File: src/rtl/mdn_pkg.sv
package mdn_pkg;

    localparam int unsigned WORD_W = 12;
    localparam int unsigned STEP_W = 5;
    localparam int unsigned OP_W   = 4;

    typedef enum logic [OP_W-1:0] {
        OP_LDA = 4'd0,
        OP_MQL = 4'd1,
        OP_MQA = 4'd2,
        OP_SCA = 4'd3,
        OP_MUL = 4'd4,
        OP_DIV = 4'd5,
        OP_NMI = 4'd6,
        OP_SHL = 4'd7,
        OP_ASR = 4'd8,
        OP_LSR = 4'd9
    } op_e;

    typedef enum logic [2:0] {
        ST_IDLE,
        ST_MOVE,
        ST_MUL,
        ST_DIV,
        ST_NORM,
        ST_SHIFT,
        ST_FINISH
    } st_e;

endpackage

File: src/rtl/mdn_fsm.sv
module mdn_fsm
    import mdn_pkg::*;
#(
    parameter int unsigned W = 12
) (
    input  logic clk,
    input  logic rst_n,
    input  logic start,
    input  op_e  cmd,
    input  logic div_ovf,
    input  logic norm_stop,
    input  logic shift_last,
    output st_e  state,
    output logic first_step,
    output logic done
);

    localparam int unsigned CNT_W = $clog2(W);
    localparam logic [CNT_W-1:0] LAST_STEP = CNT_W'(W - 1);

    st_e             state_q;
    st_e             state_d;
    logic [CNT_W-1:0] cnt_q;

    // state register and step counter
    always_ff @(posedge clk) begin
        if (!rst_n) begin
            state_q <= ST_IDLE;
            cnt_q   <= '0;
        end else begin
            state_q <= state_d;
            if (state_q == ST_MUL || state_q == ST_DIV) begin
                cnt_q <= cnt_q + 1'b1;
            end else begin
                cnt_q <= '0;
            end
        end
    end

    // next-state logic
    always_comb begin
        state_d = state_q;
        unique case (state_q)
            ST_IDLE: begin
                if (start) begin
                    case (cmd)
                        OP_MUL:                 state_d = ST_MUL;
                        OP_DIV:                 state_d = ST_DIV;
                        OP_NMI:                 state_d = ST_NORM;
                        OP_SHL, OP_ASR, OP_LSR: state_d = ST_SHIFT;
                        default:                state_d = ST_MOVE;
                    endcase
                end
            end
            ST_MOVE: state_d = ST_FINISH;
            ST_MUL: begin
                if (cnt_q == LAST_STEP) state_d = ST_FINISH;
            end
            ST_DIV: begin
                if ((cnt_q == '0) && div_ovf) state_d = ST_FINISH;
                else if (cnt_q == LAST_STEP)  state_d = ST_FINISH;
            end
            ST_NORM: begin
                if (norm_stop) state_d = ST_FINISH;
            end
            ST_SHIFT: begin
                if (shift_last) state_d = ST_FINISH;
            end
            ST_FINISH: state_d = ST_IDLE;
            default:   state_d = ST_IDLE;
        endcase
    end

    // outputs
    always_comb begin
        state      = state_q;
        first_step = (cnt_q == '0);
        done       = (state_q == ST_FINISH);
    end

endmodule

File: src/rtl/mdn_alu.sv
module mdn_alu #(
    parameter int unsigned W  = 12,
    parameter int unsigned SW = 5
) (
    input  logic [W-1:0]   ac,
    input  logic [W-1:0]   mq,
    input  logic [W-1:0]   opnd,
    input  logic [SW-1:0]  sc,
    output logic [W-1:0]   mul_ac,
    output logic [W-1:0]   mul_mq,
    output logic [W-1:0]   div_ac,
    output logic [W-1:0]   div_mq,
    output logic           div_ovf,
    output logic [2*W-1:0] shl_pair,
    output logic [2*W-1:0] asr_pair,
    output logic [2*W-1:0] lsr_pair,
    output logic           norm_stop,
    output logic           shift_last
);

    localparam int unsigned PW = 2 * W;

    logic [W:0]    mul_sum;
    logic [W:0]    div_rem;
    logic [W-1:0]  div_diff;
    logic          div_ge;
    logic [PW-1:0] pair;

    // one shift-and-add multiply step: add multiplicand when MQ lsb set
    always_comb begin
        mul_sum = {1'b0, ac} + (mq[0] ? {1'b0, opnd} : {(W+1){1'b0}});
        mul_ac  = mul_sum[W:1];
        mul_mq  = {mul_sum[0], mq[W-1:1]};
    end

    // one restoring-divide step: partial remainder stays below divisor
    always_comb begin
        div_ovf  = (ac >= opnd);
        div_rem  = {ac, mq[W-1]};
        div_ge   = (div_rem >= {1'b0, opnd});
        div_diff = div_rem[W-1:0] - opnd;
        div_ac   = div_ge ? div_diff : div_rem[W-1:0];
        div_mq   = {mq[W-2:0], div_ge};
    end

    // single-place shifts of the pair
    always_comb begin
        pair     = {ac, mq};
        shl_pair = {pair[PW-2:0], 1'b0};
        asr_pair = {pair[PW-1], pair[PW-1:1]};
        lsr_pair = {1'b0, pair[PW-1:1]};
    end

    always_comb begin
        norm_stop  = (ac[W-1] != ac[W-2]) || (pair == '0);
        shift_last = (sc == '0);
    end

endmodule

File: src/rtl/mdn_regs.sv
module mdn_regs
    import mdn_pkg::*;
#(
    parameter int unsigned W  = 12,
    parameter int unsigned SW = 5
) (
    input  logic           clk,
    input  logic           rst_n,
    input  logic           start,
    input  op_e            cmd,
    input  logic [W-1:0]   operand,
    input  st_e            state,
    input  logic           first_step,
    input  logic [W-1:0]   mul_ac,
    input  logic [W-1:0]   mul_mq,
    input  logic [W-1:0]   div_ac,
    input  logic [W-1:0]   div_mq,
    input  logic           div_ovf,
    input  logic [2*W-1:0] shl_pair,
    input  logic [2*W-1:0] asr_pair,
    input  logic [2*W-1:0] lsr_pair,
    input  logic           norm_stop,
    output logic [W-1:0]   ac,
    output logic [W-1:0]   mq,
    output logic           link,
    output logic [SW-1:0]  sc,
    output op_e            cmd_q,
    output logic [W-1:0]   opnd_q
);

    localparam int unsigned PAD_W = W - SW;

    logic [W-1:0]  ac_q;
    logic [W-1:0]  mq_q;
    logic          link_q;
    logic [SW-1:0] sc_q;
    op_e           cmd_r;
    logic [W-1:0]  opnd_r;

    always_ff @(posedge clk) begin
        if (!rst_n) begin
            ac_q   <= '0;
            mq_q   <= '0;
            link_q <= 1'b0;
            sc_q   <= '0;
            cmd_r  <= OP_LDA;
            opnd_r <= '0;
        end else begin
            unique case (state)
                ST_IDLE: begin
                    if (start) begin
                        cmd_r  <= cmd;
                        opnd_r <= operand;
                        case (cmd)
                            OP_MUL: ac_q <= '0;
                            OP_NMI: begin
                                sc_q   <= '0;
                                link_q <= 1'b0;
                            end
                            OP_SHL, OP_ASR, OP_LSR: sc_q <= operand[SW-1:0];
                            default: ;
                        endcase
                    end
                end
                ST_MOVE: begin
                    case (cmd_r)
                        OP_LDA: ac_q <= opnd_r;
                        OP_MQL: begin
                            mq_q <= ac_q;
                            ac_q <= '0;
                        end
                        OP_MQA: ac_q <= mq_q;
                        OP_SCA: ac_q <= {{PAD_W{1'b0}}, sc_q};
                        default: ;
                    endcase
                end
                ST_MUL: begin
                    ac_q <= mul_ac;
                    mq_q <= mul_mq;
                end
                ST_DIV: begin
                    if (first_step && div_ovf) begin
                        link_q <= 1'b1;
                    end else begin
                        ac_q <= div_ac;
                        mq_q <= div_mq;
                        if (first_step) link_q <= 1'b0;
                    end
                end
                ST_NORM: begin
                    if (!norm_stop) begin
                        {ac_q, mq_q} <= shl_pair;
                        sc_q         <= sc_q + 1'b1;
                    end
                end
                ST_SHIFT: begin
                    case (cmd_r)
                        OP_SHL:  {ac_q, mq_q} <= shl_pair;
                        OP_ASR:  {ac_q, mq_q} <= asr_pair;
                        default: {ac_q, mq_q} <= lsr_pair;
                    endcase
                    if (sc_q != '0) sc_q <= sc_q - 1'b1;
                end
                ST_FINISH: ;
                default: ;
            endcase
        end
    end

    always_comb begin
        ac     = ac_q;
        mq     = mq_q;
        link   = link_q;
        sc     = sc_q;
        cmd_q  = cmd_r;
        opnd_q = opnd_r;
    end

endmodule

File: src/rtl/mdn_unit.sv
module mdn_unit
    import mdn_pkg::*;
#(
    parameter int unsigned W  = WORD_W,
    parameter int unsigned SW = STEP_W
) (
    input  logic          clk,
    input  logic          rst_n,
    input  logic          start,
    input  logic [OP_W-1:0] cmd,
    input  logic [W-1:0]  operand,
    output logic [W-1:0]  ac,
    output logic [W-1:0]  mq,
    output logic          link,
    output logic [SW-1:0] sc,
    output logic          done
);

    localparam int unsigned PW = 2 * W;

    st_e           st;
    logic          first_step;
    op_e           cmd_q;
    logic [W-1:0]  opnd_q;
    logic [W-1:0]  mul_ac;
    logic [W-1:0]  mul_mq;
    logic [W-1:0]  div_ac;
    logic [W-1:0]  div_mq;
    logic          div_ovf;
    logic [PW-1:0] shl_pair;
    logic [PW-1:0] asr_pair;
    logic [PW-1:0] lsr_pair;
    logic          norm_stop;
    logic          shift_last;
    op_e           cmd_in;

    assign cmd_in = op_e'(cmd);

    mdn_fsm #(.W(W)) u_fsm (
        .clk        (clk),
        .rst_n      (rst_n),
        .start      (start),
        .cmd        (cmd_in),
        .div_ovf    (div_ovf),
        .norm_stop  (norm_stop),
        .shift_last (shift_last),
        .state      (st),
        .first_step (first_step),
        .done       (done)
    );

    mdn_alu #(.W(W), .SW(SW)) u_alu (
        .ac         (ac),
        .mq         (mq),
        .opnd       (opnd_q),
        .sc         (sc),
        .mul_ac     (mul_ac),
        .mul_mq     (mul_mq),
        .div_ac     (div_ac),
        .div_mq     (div_mq),
        .div_ovf    (div_ovf),
        .shl_pair   (shl_pair),
        .asr_pair   (asr_pair),
        .lsr_pair   (lsr_pair),
        .norm_stop  (norm_stop),
        .shift_last (shift_last)
    );

    mdn_regs #(.W(W), .SW(SW)) u_regs (
        .clk        (clk),
        .rst_n      (rst_n),
        .start      (start),
        .cmd        (cmd_in),
        .operand    (operand),
        .state      (st),
        .first_step (first_step),
        .mul_ac     (mul_ac),
        .mul_mq     (mul_mq),
        .div_ac     (div_ac),
        .div_mq     (div_mq),
        .div_ovf    (div_ovf),
        .shl_pair   (shl_pair),
        .asr_pair   (asr_pair),
        .lsr_pair   (lsr_pair),
        .norm_stop  (norm_stop),
        .ac         (ac),
        .mq         (mq),
        .link       (link),
        .sc         (sc),
        .cmd_q      (cmd_q),
        .opnd_q     (opnd_q)
    );

endmodule

File: config.mk
export PLATFORM = sky130hd
export DESIGN_NAME = mdn_unit
export DESIGN_NICKNAME = d
export VERILOG_FILES = /design/src/rtl/mdn_pkg.sv /design/src/rtl/mdn_fsm.sv /design/src/rtl/mdn_alu.sv /design/src/rtl/mdn_regs.sv /design/src/rtl/mdn_unit.sv
export SDC_FILE = /design/constraint.sdc
export NUM_CORES = 1
export LEC_CHECK = 0
export ABC_AREA = 1
export BUFFER_PORTS_ARGS = -buffer_cell sky130_fd_sc_hd__buf_2
export CAP_MARGIN = 10
export CORE_MARGIN = 2
export CORE_UTILIZATION = 60
export DETAILED_ROUTE_END_ITERATION = 7
export PLACE_DENSITY = 0.92
export SETUP_SLACK_MARGIN = 0.3
export SYNTH_ARGS = -nofsm -noshare
export SYNTH_HDL_FRONTEND = slang
export SYNTH_SLANG_ARGS = --single-unit
File: constraint.sdc
create_clock -name clk -period 3 [get_ports clk]
set_clock_uncertainty 0.1 [all_clocks]
set_input_delay 0.45 -clock clk [delete_from_list [all_inputs] [get_ports clk]]
set_output_delay 0.45 -clock clk [all_outputs]
set_load 0.01 [all_outputs]
# --- After elaboration in Yosys (flattened, before gate mapping) ---
# Index checks and enable logic that the tools add are counted.
word_totals:
  register_bits: 53
  inputBits: 19
  out_inout_bits: 31
  word_cells: 101
op_classes:
  magnitude_cmp: 2
  n_mux: 31
  n_eq_ne: 32
  n_addsub: 5
  reduce_logical: 22
op_table:
  columns: ["op", "count"]
  rows:
  - ["12-bit 2-to-1 mux", 10]
  - ["12-bit case mux with 6 select lines", 1]
  - ["12-bit case mux with 5 select lines", 1]
  - ["12-bit case mux with 4 select lines", 1]
  - ["24-bit logical NOT", 1]
  - ["12-bit case mux with 2 select lines", 1]
  - ["4-bit by 3-bit equality test with 1-bit output, second input constant", 5]
  - ["3-bit case mux with 6 select lines", 1]
  - ["4-bit equality test, second input constant", 4]
  - ["3-bit 2-to-1 mux", 5]
  - ["5-bit 2-to-1 mux", 3]
  - ["5-bit case mux with 3 select lines", 1]
  - ["2-bit != test, second input constant", 7]
  - ["12-bit by 13-bit adder with 13-bit output", 1]
  - ["13-bit by 12-bit >= comparator with 1-bit output", 1]
  - ["12-bit >= comparator", 1]
  - ["3-bit case mux with 4 select lines", 1]
  - ["12-bit subtractor", 1]
  - ["5-bit case mux with 2 select lines", 1]
  - ["5-bit nonzero test", 2]
  - ["3-bit equality test, second input constant", 3]
  - ["4-bit by 2-bit equality test with 1-bit output, second input constant", 2]
  - ["4-bit logical NOT", 2]
  - ["4-bit AND reduction", 2]
  - ["other kinds (26)", 34]

# --- Longest topological paths before layout ---
depth:
  depth_word: 5
  depth_mapped: 17
  ltp_nobuf: 16

# --- Hierarchy ---
# A second synthesis with hierarchy kept.
unflattened:
  hier_cells: 1216
  area_unflattened_um2: 7124.3
by_module_without_submodules:
  columns: ["module", "area_each_um2", "n_inst", "cells_each", "seq_area_each_um2"]
  rows:
  - ["mdn_regs", 3886.2, 1, 693, 920.9]
  - ["mdn_alu", 2806.4, 1, 454, 0.0]
  - ["mdn_fsm", 431.7, 1, 69, 140.1]

# --- Least setup slack after synthesis ---
# OpenSTA, ideal clock, no wires.
synth_path:
  path_kind: "register to register"
  start: "register u_regs.mq_q[0] (netlist: u_regs.mq[0])"
  end: "register u_regs.ac_q[11] (netlist: u_regs.ac[11])"
  arrival_time_ps: 1990
  required_ps: 2768
  slack_ps: 778
  path_buffers: 1
  path_stages_with_launch: 16
  setup_time_ps: 132
  cell_sequence: "dfxtp_1 -> clkbuf_1 -> nand2_1 -> inv_1 -> ha_1 -> fa_1 -> nand3_1 -> nand3_1 -> nand2_1 -> nand2_1 -> nand2_1 -> nand2_1 -> a21oi_1 -> nand2_1 -> nand2_1 -> a21oi_1"
synth_between:
  elab_chain_len: 4
  elab_cells_between_ends: 7
  cone_classes: "add/sub: 1; eq/ne: 1; mux: 2; reduce/logical: 3"
synth_lines:
  columns: ["item", "line", "source"]
  rows:
  - ["start: declaration", "mdn_regs.sv:34", "logic [W-1:0] mq_q;"]
  - ["start signal: assignment", "mdn_regs.sv:69", "mq_q <= ac_q;"]
  - ["start signal: assignment", "mdn_regs.sv:79", "mq_q <= mul_mq;"]
  - ["start signal: assignment", "mdn_regs.sv:86", "mq_q <= div_mq;"]
  - ["parallel branches: the longest is 4 deep, another holds 12-bit by 13-bit adder with 13-bit output", null, null]
  - ["end signal: assignment", "mdn_regs.sv:67", "OP_LDA: ac_q <= opnd_r;"]
  - ["end signal: assignment", "mdn_regs.sv:72", "OP_MQA: ac_q <= mq_q;"]
  - ["end signal: assignment", "mdn_regs.sv:73", "OP_SCA: ac_q <= {{PAD_W{1'b0}}, sc_q};"]
  - ["end: declaration", "mdn_regs.sv:33", "logic [W-1:0] ac_q;"]
# Parallel ways; which one is timed is not known.
# A chain may end at the register's enable or synchronous reset.

# --- Worst setup path after layout ---
layout_path:
  start: "register u_regs.opnd_r[11] (netlist: u_regs.opnd_q[11])"
  end: "register u_regs.mq_q[4] (netlist: u_regs.mq[4])"
layout_between:
  elab_chain_len: 4
layout_lines:
  columns: ["item", "line", "source"]
  rows:
  - ["start: declaration", "mdn_regs.sv:38", "logic [W-1:0] opnd_r;"]
  - ["start signal: assignment", "mdn_regs.sv:53", "opnd_r <= operand;"]
  - ["12-bit >= comparator", "mdn_alu.sv:38", "div_ovf = (ac >= opnd);"]
  - ["1-bit logical AND", "mdn_regs.sv:82", "if (first_step && div_ovf) begin"]
  - ["2-bit != test (no source line)", null, null]
  - ["4-bit AND reduction (no source line)", null, null]
  - ["end signal: assignment", "mdn_regs.sv:79", null]
  - ["end signal: assignment", "mdn_regs.sv:86", null]
  - ["end signal: assignment", "mdn_regs.sv:92", "{ac_q, mq_q} <= shl_pair;"]
# Every way passes these cells.

==> flow_summary.yaml <==
sta:
  worstMarginPinSlew_ns: 0.6600
  slew_viol_final: 0
  timing.slew.headroom: 0.5589
  layout_min_cycle_time_ns: 2.527
  hold_viol: 0
  fin_tns_setup_ns: 0
  rsz0062_at_grt: "no"
  fmax_ghz: 0.3957
  fin_crit_sh: 0.8424
  setup_viol: 0
  post-route-worst-setup-slack_ns: 0.4729
critical_path:
  crit_chain: "inv_1 -> ha_1 -> a21o_1 -> nor2_1 -> nand4_1 -> nand3_2 -> nand2_1 -> inv_1 -> nand3_1 -> a21oi_1"
  critPathMaxStageDelay_ns: 0.34
  criticalPathCategory: "reg2reg"
  crit_top_cell: "inv_1"
  end_kind: "register"
  cp-start-kind: "register"
  cp_slowest_cell: "dfxtp_1"
  critPathMaxFanout: 11
  worstPathRequired_ns: 3.16
  critical-path-top-delay-family: "simple AND/OR/NAND/NOR gates"
  arrival_ns: 2.69
  cp_num_buf_inv: 2
yosys:
  syn_nets: 979
  async_flop_share: 0
  synth-main-ff-cell: "dfxtp_1"
  syn_inst: 915
  synth.distinct_cells: 45
  ys_seq_elements: 53
  synth_seq_area_share: 0.1899
  syn_area_mm2: 0.005588
  synth_edf_count: 0
  synth_warnings: 0
  avgSynthCellArea_um2: 6.107
routing:
  wl_per_cell_um: 16.13
  drt_first_pass_iters: 6
  drt_wl_total_um: 17280
  drt_iter0_markers: 796
  ant_nets: 0
  dr_total_vias: 6371
  vias_per_cell: 5.949
  drc: 0
power_and_ir_drop:
  ir_worst_vdd_mv: 0.7320
  p_total_mw: 5.331
  p_per_area_mw_per_mm2: 880.6
  p_leak_nw: 3.203
placed_design:
  place_hpwl_um: 13320
  gp_congestion: 1.041
  io_buffers: 49
  dp_slack_ns: 0.4460
floorplanning:
  rows: 35
  boundaryPins: 50
  die_y_um: 100.5
  core_mm2: 0.009153
  die_area_mm2: 0.01010
  die_w_um: 100.5
  start_util: 0.6105
finish:
  fin_nets: 1023
  synthToLayoutAreaGrowth_pct: 8.330
  fillCellCount: 803
  n_antenna_cell: 0
  final_common_cell: "nand2_1"
  drive_above_1_share: 0.1417
  layout_common_cells: "nand2_1 (269), inv_1 (134), nand3_1 (70)"
clocking:
  clock_path_buffers: 2
  clockRootBuffer: "clkbuf_8"
  cts_buffers: 5
  clock_sinks: 53
  htree_levels: 2
  cts_tree: "done"
  ctsResizeCount: 0
  path_clk_slew_ns: 0.11
  cts_hold_buf: 0
  clock_latency_ns: 0.33
  cts_setup_buffers: 0
grt:
  track_usage: 0.3495
  grt-ovfl-total: 0
  antenna_found_initial: 0
  grt_pass1_vias: 5884
  grt_pass1_wl_um: 28250
  grt_max_degree: 29
outcome:
  status: "completed"
job:
  drv_cap: 0
min_path:
  min_path_type: "in2reg"
==> sequential cells by signal, indices dropped and copies added (netlist names) <==
| signal | flops |
|---|---|
| u_regs.cmd_q | 4 |
| u_regs.opnd_q | 12 |
| u_regs.sc | 5 |
| u_regs.link | 1 |
| u_fsm.state | 3 |
| u_regs.ac | 12 |
| u_regs.mq | 12 |
| u_fsm.cnt_q | 4 |
==> where the power goes <==
group / internal [mW] / switching, mW
logic: 1.19 / 2.39
clock network: 0.337 / 0.285
registers: 0.879 / 0.252
total: 2.41 / 2.92
==> cells in the mapped netlist (6+ instances only) <==
library cell / count / share of area
a21oi_2: 17 / 0.027
inv_1: 135 / 0.091
nand2_1: 270 / 0.18
dfxtp_1: 53 / 0.19
nand4_1: 24 / 0.027
nor2_1: 66 / 0.044
nand3_1: 70 / 0.063
o21ai_0: 46 / 0.041
clkbuf_1: 8 / 0.0054
a21oi_1: 69 / 0.062
nand3b_1: 8 / 0.011
inv_2: 11 / 0.0074
buf_2: 7 / 0.0063
xnor2_1: 7 / 0.011
a22oi_2: 9 / 0.020
ha_1: 42 / 0.094
buf_4: 6 / 0.0081
==> kinds of logic after synthesis <==
| family | share of synthesized area |
|---|---|
| AOI/OAI and AO/OA | 0.1796 |
| xor gates and xnor gates | 0.01568 |
| adders and majority gates | 0.1048 |
| buffers and inverters | 0.1323 |
| DFF | 0.1899 |
| and+or+nand+nor | 0.3777 |
==> per-layer routing <==
layer  vias up  GRT usage  wire length (µm)
li1       3070          -                 -
met1      2823     0.4460              6856
met2       394     0.5725              7646
met3        84    0.06519              1931
met4         0     0.1612               845
met5         -          0                 0
==> worst reg2reg max path: stages, from the launching register on <==
cell and delay, ns:
dfxtp_1 0.34, inv_1 0.21, ha_1 0.30, a21o_1 0.16, nor2_1 0.22, nand4_1 0.24, nand3_2 0.21, nand2_1 0.09
inv_1 0.28, nand3_1 0.15, a21oi_1 0.15
==> through the flow <==
step                      instances  hold slack, ns  utilization  instance area (µm²)
after floorplan                 915          0.3296            -                 5588
after global placement         1063          0.3445       0.6448                 5902
after detailed placement       1063          0.3579       0.6448                 5902
after CTS                      1071          0.2944       0.6599                 6040
after global routing           1071          0.3111       0.6614                 6053
final                          1071          0.2885       0.6614                 6053
==> final timing paths <==
check	start	endpoint	slack [ns]	depth (start not counted)
hold / removal	cmd[2]	u_regs.cmd_q[2]	0.29	3
setup / recovery	u_regs.opnd_q[11]	u_regs.mq[4]	0.47	10
hold reg to reg	u_fsm.cnt_q[0]	u_fsm.cnt_q[0]	0.38	1
setup reg to reg	u_regs.opnd_q[11]	u_regs.mq[4]	0.47	10
==> layout make-up <==
| class | count | area (µm²) | share of cell area |
|---|---|---|---|
| Clock buffer | 5 | 68.82 | 0.01137 |
| Clock inverter | 3 | 68.82 | 0.01137 |
| Inverter | 147 | 556.8 | 0.09198 |
| Multi-Input combinational cell | 688 | 3800 | 0.6277 |
| Sequential cell | 53 | 1062 | 0.1755 |
| Tap cell | 111 | 138.9 | 0.02294 |
| Timing Repair Buffer | 64 | 357.8 | 0.05912 |
Note: power is estimated with default switching activity, not from simulation.
